==> src/rtl/uart_os_pkg.sv <==
package uart_os_pkg;
    localparam int BYTE_W = 8;
    localparam int TCNT_W = 4;
    localparam logic [1:0] IR_MODE = 2'b11;

    typedef enum logic [2:0] {
        ST_IDLE,
        ST_START,
        ST_DATA,
        ST_STOP1,
        ST_STOP2
    } rx_state_t;
endpackage

==> src/rtl/uart_os_sync.sv <==
module uart_os_sync #(
    parameter int STAGES = 2
) (
    input  logic clk,
    input  logic rst,
    input  logic d_i,
    output logic q_o
);
    logic [STAGES-1:0] pipe;

    generate
        if (STAGES == 1) begin : g_one
            always_ff @(posedge clk) begin
                if (rst) pipe <= '1;
                else     pipe <= d_i;
            end
        end else begin : g_many
            always_ff @(posedge clk) begin
                if (rst) pipe <= '1;
                else     pipe <= {pipe[STAGES-2:0], d_i};
            end
        end
    endgenerate

    assign q_o = pipe[STAGES-1];
endmodule

==> src/rtl/uart_os_baud.sv <==
module uart_os_baud #(
    parameter int DIV_W = 16
) (
    input  logic             clk,
    input  logic             rst,
    input  logic [DIV_W-1:0] div_i,
    output logic             tick_o
);
    logic [DIV_W-1:0] cnt;

    always_ff @(posedge clk) begin
        if (rst)              cnt <= '0;
        else if (cnt == '0)   cnt <= div_i;
        else                  cnt <= cnt - 1'b1;
    end

    assign tick_o = (cnt == '0);
endmodule

==> src/rtl/uart_os_fsm.sv <==
module uart_os_fsm
    import uart_os_pkg::*;
(
    input  logic              clk,
    input  logic              rst,
    input  logic              tick_i,
    input  logic              rx_i,
    input  logic              hs_i,
    input  logic              two_stop_i,
    output logic [BYTE_W-1:0] data_o,
    output logic              valid_o,
    output logic              ferr_o
);
    localparam logic [TCNT_W-1:0] LAST16 = TCNT_W'(15);
    localparam logic [TCNT_W-1:0] LAST4  = TCNT_W'(3);
    localparam logic [TCNT_W-1:0] HALF16 = TCNT_W'(7);
    localparam logic [TCNT_W-1:0] HALF4  = TCNT_W'(1);
    localparam int BCNT_W = $clog2(BYTE_W);

    rx_state_t           state, state_nx;
    logic [TCNT_W-1:0]   tcnt;
    logic [BCNT_W-1:0]   bcnt;
    logic [BYTE_W-1:0]   shreg;
    logic                hs_q, two_q, rx_prev;
    logic                fall, bit_end, mid_hit, done;
    logic [TCNT_W-1:0]   last_t, half_t;

    assign last_t  = hs_q ? LAST4 : LAST16;
    assign half_t  = hs_q ? HALF4 : HALF16;
    assign fall    = rx_prev && !rx_i;
    assign bit_end = tick_i && (tcnt == last_t);
    assign mid_hit = tick_i && (tcnt == half_t);
    assign done    = ((state == ST_STOP1) && bit_end && !two_q) ||
                     ((state == ST_STOP2) && bit_end);

    always_comb begin
        state_nx = state;
        unique case (state)
            ST_IDLE:  if (fall)    state_nx = ST_START;
            ST_START: if (mid_hit) state_nx = rx_i ? ST_IDLE : ST_DATA;
            ST_DATA:  if (bit_end && bcnt == BCNT_W'(BYTE_W-1)) state_nx = ST_STOP1;
            ST_STOP1: if (bit_end) state_nx = two_q ? ST_STOP2 : ST_IDLE;
            ST_STOP2: if (bit_end) state_nx = ST_IDLE;
            default:  state_nx = ST_IDLE;
        endcase
    end

    // State register and receive datapath
    always_ff @(posedge clk) begin
        if (rst) begin
            state   <= ST_IDLE;
            tcnt    <= '0;
            bcnt    <= '0;
            shreg   <= '0;
            hs_q    <= 1'b0;
            two_q   <= 1'b0;
            rx_prev <= 1'b1;
        end else begin
            state   <= state_nx;
            rx_prev <= rx_i;
            unique case (state)
                ST_IDLE: begin
                    tcnt <= '0;
                    bcnt <= '0;
                    if (fall) begin
                        hs_q  <= hs_i;
                        two_q <= two_stop_i;
                    end
                end
                ST_START: begin
                    if (mid_hit)     tcnt <= '0;
                    else if (tick_i) tcnt <= tcnt + 1'b1;
                end
                ST_DATA: begin
                    if (bit_end) begin
                        tcnt  <= '0;
                        bcnt  <= bcnt + 1'b1;
                        shreg <= {rx_i, shreg[BYTE_W-1:1]};
                    end else if (tick_i) begin
                        tcnt <= tcnt + 1'b1;
                    end
                end
                ST_STOP1, ST_STOP2: begin
                    if (bit_end)     tcnt <= '0;
                    else if (tick_i) tcnt <= tcnt + 1'b1;
                end
                default: tcnt <= '0;
            endcase
        end
    end

    // Output register
    always_ff @(posedge clk) begin
        if (rst) begin
            data_o  <= '0;
            valid_o <= 1'b0;
            ferr_o  <= 1'b0;
        end else begin
            valid_o <= done;
            if (done) begin
                data_o <= shreg;
                ferr_o <= !rx_i;
            end
        end
    end
endmodule

==> src/rtl/uart_os_rx.sv <==
module uart_os_rx
    import uart_os_pkg::*;
#(
    parameter int DIV_W   = 16,
    parameter int SYNC_ST = 2
) (
    input  logic              clk,
    input  logic              rst,
    input  logic              rx_i,
    input  logic [DIV_W-1:0]  div_i,
    input  logic              hs_i,
    input  logic              two_stop_i,
    input  logic [1:0]        mode_i,
    output logic [BYTE_W-1:0] data_o,
    output logic              valid_o,
    output logic              ferr_o,
    output logic              bclk_o
);
    logic rx_s;
    logic tick;

    uart_os_sync #(.STAGES(SYNC_ST)) u_sync (
        .clk (clk),
        .rst (rst),
        .d_i (rx_i),
        .q_o (rx_s)
    );

    uart_os_baud #(.DIV_W(DIV_W)) u_baud (
        .clk    (clk),
        .rst    (rst),
        .div_i  (div_i),
        .tick_o (tick)
    );

    uart_os_fsm u_fsm (
        .clk        (clk),
        .rst        (rst),
        .tick_i     (tick),
        .rx_i       (rx_s),
        .hs_i       (hs_i),
        .two_stop_i (two_stop_i),
        .data_o     (data_o),
        .valid_o    (valid_o),
        .ferr_o     (ferr_o)
    );

    always_ff @(posedge clk) begin
        if (rst) bclk_o <= 1'b0;
        else     bclk_o <= tick && (mode_i == IR_MODE);
    end
endmodule

==> config.mk <==
export PLATFORM = sky130hd
export DESIGN_NAME = uart_os_rx
export DESIGN_NICKNAME = d
export VERILOG_FILES = /design/src/rtl/uart_os_pkg.sv /design/src/rtl/uart_os_sync.sv /design/src/rtl/uart_os_baud.sv /design/src/rtl/uart_os_fsm.sv /design/src/rtl/uart_os_rx.sv
export SDC_FILE = /design/constraint.sdc
export NUM_CORES = 1
export LEC_CHECK = 0
export BUFFER_PORTS_ARGS = -buffer_cell sky130_fd_sc_hd__buf_4
export CAP_MARGIN = 10
export CORE_ASPECT_RATIO = 0.75
export CORE_UTILIZATION = 36
export DETAILED_ROUTE_END_ITERATION = 8
export PLACE_DENSITY = 0.61
export SLEW_MARGIN = 30
export SYNTH_ARGS = -nofsm -noshare
export SYNTH_HDL_FRONTEND = slang
export SYNTH_SLANG_ARGS = --single-unit
==> constraint.sdc <==
create_clock -name clk -period 3.4 [get_ports clk]
set_clock_uncertainty 0.1 [all_clocks]
set_input_delay 0.51 -clock clk [delete_from_list [all_inputs] [get_ports clk]]
set_output_delay 0.51 -clock clk [all_outputs]
set_load 0.1 [all_outputs]
### After elaboration in Yosys (flattened, before gate mapping)

Cells that the tools add are included.

* $add $sub $neg: 3
* multipliers: 0
* divide/modulo/power cells: 0
* order comparisons: 0
* equal/unequal tests: 14
* shift-type cells: 0
* multiplexer cells: 17
* bitwise gates (word level): 0
* reduce and logical (&&, ||, !) cells: 19

Operators with widths (number)
* $mux 3: 8
* $logic_not 16->1: 1
* $mux 16: 1
* $mux 4: 4
* $sub 16x1->16 const B: 1
* $pmux 3 s5: 1
* $ne 2x1->1 const B: 6
* $eq 4x4->1: 2
* $logic_and 1x1->1: 8
* $pmux 4 s2: 1
* $eq 3x2->1 const B: 2
* $eq 3x3->1 const B: 2
* $pmux 3 s2: 1
* $reduce_and 2->1: 3
* $reduce_and 5->1: 1
* $add 4x1->4 const B: 1
* $add 3x1->3 const B: 1
* $eq 3x1->1 const B: 1
* $logic_not 3->1: 1
* $reduce_or 3->1: 1
* $eq 2x2->1 const B: 1
* $logic_not 1->1: 2
* $mux 2: 1
* $reduce_bool 2->1: 1
* $logic_or 1x1->1: 1

* flip-flop bits (word level): 50
* bits in latches: 0
* RAM bits: 0
* memory bits (read-only): 0
* bits of input ports: 23
* output and inout bits: 11
* word-level logic and storage cells: 66
* memories: 0

### Longest topological paths before layout

* depth after elaboration: 6
* gate-level depth with buffers: 8
* mapped depth without buffers: 7

### Hierarchy

Synthesis repeated with hierarchy kept, for this count alone.

* cell total of the unflattened synthesis: 263
* area total of the unflattened synthesis: 2448.6 sq um

Modules (own cells, without submodules)
* uart_os_fsm: instances 1, cells each 149, area an instance 1468.9 sq um, sequential area each 620.6 sq um
* uart_os_baud: instances 1, cells each 108, area an instance 897.1 sq um, sequential area each 320.3 sq um
* uart_os_sync: instances 1, cells each 4, area an instance 52.6 sq um, sequential area each 40.0 sq um
* uart_os_rx: instances 1, cells each 2, area an instance 30.0 sq um, sequential area each 20.0 sq um

### Worst setup path after synthesis

OpenSTA, ideal clock, no wires.

* path kind: register -> register
* start: register u_baud.cnt[11]
* end: register u_fsm.shreg[0]
* setup time: 128 ps
* arrival time: 1870 ps
* required time: 3172 ps
* setup slack: 1303 ps
* stages on the path, launching flop included: 7
* buffers on the path: 1
* period minus slack after synthesis: 2097 ps
* path through: dfxtp_1 -> or4_4 -> nand4b_4 -> nor4_4 -> buf_6 -> mux2i_1 -> nor2_1

* cells in the longest elaborated chain, start to end: 3

Ends and longest elaborated chain
* start: declaration: line uart_os_baud.sv:9 `logic [DIV_W-1:0] cnt;`
* start signal: assignment: line uart_os_baud.sv:13 `else if (cnt == '0) cnt <= div_i;`
* start signal: assignment: line uart_os_baud.sv:14 `else cnt <= cnt - 1'b1;`
* $logic_not 16->1: line uart_os_baud.sv:17 `assign tick_o = (cnt == '0);`
* $logic_and 1x1->1: line uart_os_fsm.sv:31 `assign bit_end = tick_i && (tcnt == last_t);`
* $reduce_and 2->1 (no line)
* end signal: assignment: line uart_os_fsm.sv:78 `shreg <= {rx_i, shreg[BYTE_W-1:1]};`
* end: declaration: line uart_os_fsm.sv:23 `logic [BYTE_W-1:0] shreg;`

Every way passes these cells.
A chain may end at the register's enable or synchronous reset.

### Worst setup path in the final report

* start: register u_baud.cnt[11]
* end: register u_fsm.tcnt[3]

* cells in the longest elaborated chain, start to end: 4
* elaborated cells on any way between the ends: 7
* classes of those cells: 4 x mux; 3 x reduce/logical

Ends and longest elaborated chain
* $logic_not 16->1 *: line uart_os_baud.sv:17
* $mux 4, or another cell as far along
* $mux 4, on equally long branches: line uart_os_fsm.sv:75, uart_os_fsm.sv:71
* $pmux 4 s2 *: line uart_os_fsm.sv:61 `unique case (state)`
* end signal: assignment: line uart_os_fsm.sv:72 `else if (tick_i) tcnt <= tcnt + 1'b1;`
* end signal: assignment: line uart_os_fsm.sv:80 `tcnt <= tcnt + 1'b1;`
* end signal: assignment: line uart_os_fsm.sv:85 `else if (tick_i) tcnt <= tcnt + 1'b1;`
* end: declaration: line uart_os_fsm.sv:21 `logic [TCNT_W-1:0] tcnt;`

Every way passes the cells marked *; elsewhere a longest branch is shown, timed or not.

==> impl_metrics.ini <==
[finish]
final_nets = 304
n_fill_cell = 581
regArea_um2 = 1001
n_antenna_cell = 0
multi_input_area_um2 = 1207
syn2layout_area_growth_pct = 19.09
drive_gt1_frac = 0.2086
finish.utilization = 0.4556

[place]
post-dp-hpwl_um = 3013
place.gp.congestion = 0.8683
portBuffers = 33

[clocking]
cts_tree = built
clock_sinks = 50
numCtsBuffers = 5
ctsRootBufferMaster = clkbuf_8
path_clk_slew_ps = 90
worstSkewPairLatency_ps = 310
clockBufferDepth = 2
htree_levels = 2
cts_hold_buf = 0
post_cts_buffers = 0
cts_resized = 0

[routing]
wl_per_cell_um = 12.63
top_layer_used = met4
drt_iter0_markers = 71
wl_met3_um = 175
ant_nets = 0
wl_um = 4495
drc = 0
vias_per_cell = 4.963
wl_met1_um = 2436
dr.pass1.iters = 4
met2_wirelength_um = 1806
via_count = 1767

[floorplanning]
die_x_um = 93.79
fp.dieH_um = 70.84
ios = 34
fp-row-count = 24
core_um2 = 5946
start_util = 0.3826
dieArea_um2 = 6644

[sta]
finalHoldViolCount = 0
slew_headroom = 0.5681
timing.final.crit_share = 0.6886
drv_slew = 0
max_freq_mhz = 427.1
tightest_slew_ps = 647.9
finalSetupTns_ps = 0
finalSetupViolCount = 0
fin_crit_ps = 2341
grt_setup_unrepaired = false

[synthesis]
synth_edf_count = 0
synthCells = 244
avgSynthCellArea_um2 = 9.322
yosys_register_bits = 50
synth_most_common_cell = dfxtp_1
synth_cell_types = 47
synth_ff_type = dfxtp_1
synth.area.top_cells = dfxtp_1 44%, mux2i_1 9.2%, nor2_1 6.9%, xnor2_1 2.7%, a211oi_1 2.6%
netlist.area_leader.share = 0.4400
synth_top_cell_by_area = dfxtp_1
synthArstFlopShare = 0
yosys_warnings = 0
synth_common_cells = 50 x dfxtp_1, 42 x nor2_1, 21 x mux2i_1, 15 x nand2_1, 9 x nor3_1
syn_area_um2 = 2275
syn_nets = 271
ys_seq_area_frac = 0.4400

[power]
p_leak_nw = 1.039
peakVddDrop_v = 0.0002619
powerDensity_nw_per_um2 = 692.3

[global_routing]
grt_pass1_vias = 1605
grt_max_degree = 48
overflow = 0
grt_use_total = 0.1488
grt_pass1_wl_um = 7755
antenna_found_initial = 0

[setup_path]
r2r_setup_slack_ps = 1060
timing.rr.start = u_baud.cnt[11]
worst_ep_required_time_ps = 3540
startpoint_type = register
worstPathArrival_ps = 2480
end_kind = register
crit_type = reg2reg
startpoint = u_baud.cnt[11]
critPathMaxFanout = 20

[hold_path]
holdCritPathClass = in2reg
hold_start = rx_i

[outcome]
status = finished clean

[job]
cap_violations = 0
==> path summary, 6_finish.rpt <==
check                        end  cells past startpoint
setup / recovery   u_fsm.tcnt[3]                      5
hold / removal    u_sync.pipe[0]                      2
setup reg to reg   u_fsm.tcnt[3]                      5
hold reg to reg   u_sync.pipe[1]                      1
==> cell families (layout without fill, tap and decap cells) <==
| kind of cell | after synthesis | in the layout | synth area share |
|---|---|---|---|
| fa+ha+maj | 4 | 4 | 0.02200 |
| compound gates | 33 | 33 | 0.09461 |
| mux | 22 | 22 | 0.09901 |
| flops | 50 | 50 | 0.4400 |
| buf+inv | 14 | 48 | 0.02916 |
| simple gates | 111 | 111 | 0.2767 |
| xor+xnor | 10 | 10 | 0.03851 |
==> flip-flops by register name (all words and copies together) (netlist names) <==
| signal | cells |
|---|---|
| u_fsm.data_o | 8 |
| u_fsm.ferr_o | 1 |
| u_fsm.state | 3 |
| u_fsm.rx_prev | 1 |
| u_fsm.shreg | 8 |
| u_fsm.two_q | 1 |
| u_sync.pipe | 2 |
| u_fsm.tcnt | 4 |
| u_fsm.hs_q | 1 |
| u_baud.cnt | 16 |
| bclk_o | 1 |
| u_fsm.bcnt | 3 |
| u_fsm.valid_o | 1 |
==> critical path, cell delays in order, from the launching register on <==
cell and delay (ps):
dfxtp_1 370, or4_4 560, nand2b_1 200, or2_1 490, or3_1 430, a21boi_1 140
==> power by group <==
group / internal [mW] / switching [mW]
Combinational: 0.294 / 0.347
Sequential: 0.678 / 0.108
Clock: 0.242 / 0.206
Total: 1.21 / 0.661
==> cells in the final DEF (no fill, tap or decap), types with 2 or more instances in the layout <==
| cell | count |
|---|---|
| a21oi_1 | 8 |
| nor4_4 | 2 |
| ha_1 | 4 |
| nand2_1 | 15 |
| xnor2_1 | 7 |
| a311oi_1 | 2 |
| a211oi_1 | 8 |
| nor4b_1 | 2 |
| o21ai_0 | 5 |
| a21boi_1 | 2 |
| xor2_1 | 3 |
| or3_1 | 5 |
| dfxtp_1 | 50 |
| o31ai_1 | 3 |
| nand3b_1 | 6 |
| nand3_1 | 4 |
| or2_2 | 5 |
| inv_1 | 5 |
| nand2b_1 | 2 |
| buf_4 | 35 |
| nor2_1 | 42 |
| nor3b_1 | 2 |
| clkbuf_8 | 6 |
| nor2b_1 | 3 |
| nand4_1 | 2 |
| nor3_1 | 9 |
| mux2i_1 | 21 |
==> final cells by class <==
type                            count  area share
Clock inverter                      2     0.01432
Multi-Input combinational cell    180      0.4457
Tap cell                           78     0.03603
Inverter                            5    0.006928
Clock buffer                        6     0.03048
Timing Repair Buffer               35     0.09700
Sequential cell                    50      0.3695
==> metal layers <==
| layer | track usage | vias to the layer above |
|---|---|---|
| met3 | 0.03763 | 8 |
| met1 | 0.2168 | 809 |
| met4 | 0.05983 | 0 |
| met2 | 0.2076 | 26 |
| li1 | - | 924 |
| met5 | 0 | - |
==> metrics by stage <==
| stage | std cells | area, um2 | total power [mW] | hold slack, ps | worst slack (ps) |
|---|---|---|---|---|---|
| after floorplan | 244 | 2275 | 1.303 | 289.5 | 1303 |
| after global placement | 348 | 2587 | 1.430 | 290.9 | 1076 |
| after detailed placement | 348 | 2587 | 1.436 | 293.2 | 1081 |
| after CTS | 356 | 2709 | 1.890 | 272.8 | 1062 |
| after global routing | 356 | 2709 | 2.023 | 280.3 | 825.8 |
| final | 356 | 2709 | 1.875 | 280.8 | 1059 |
Note: power is estimated with default switching activity, not from simulation.
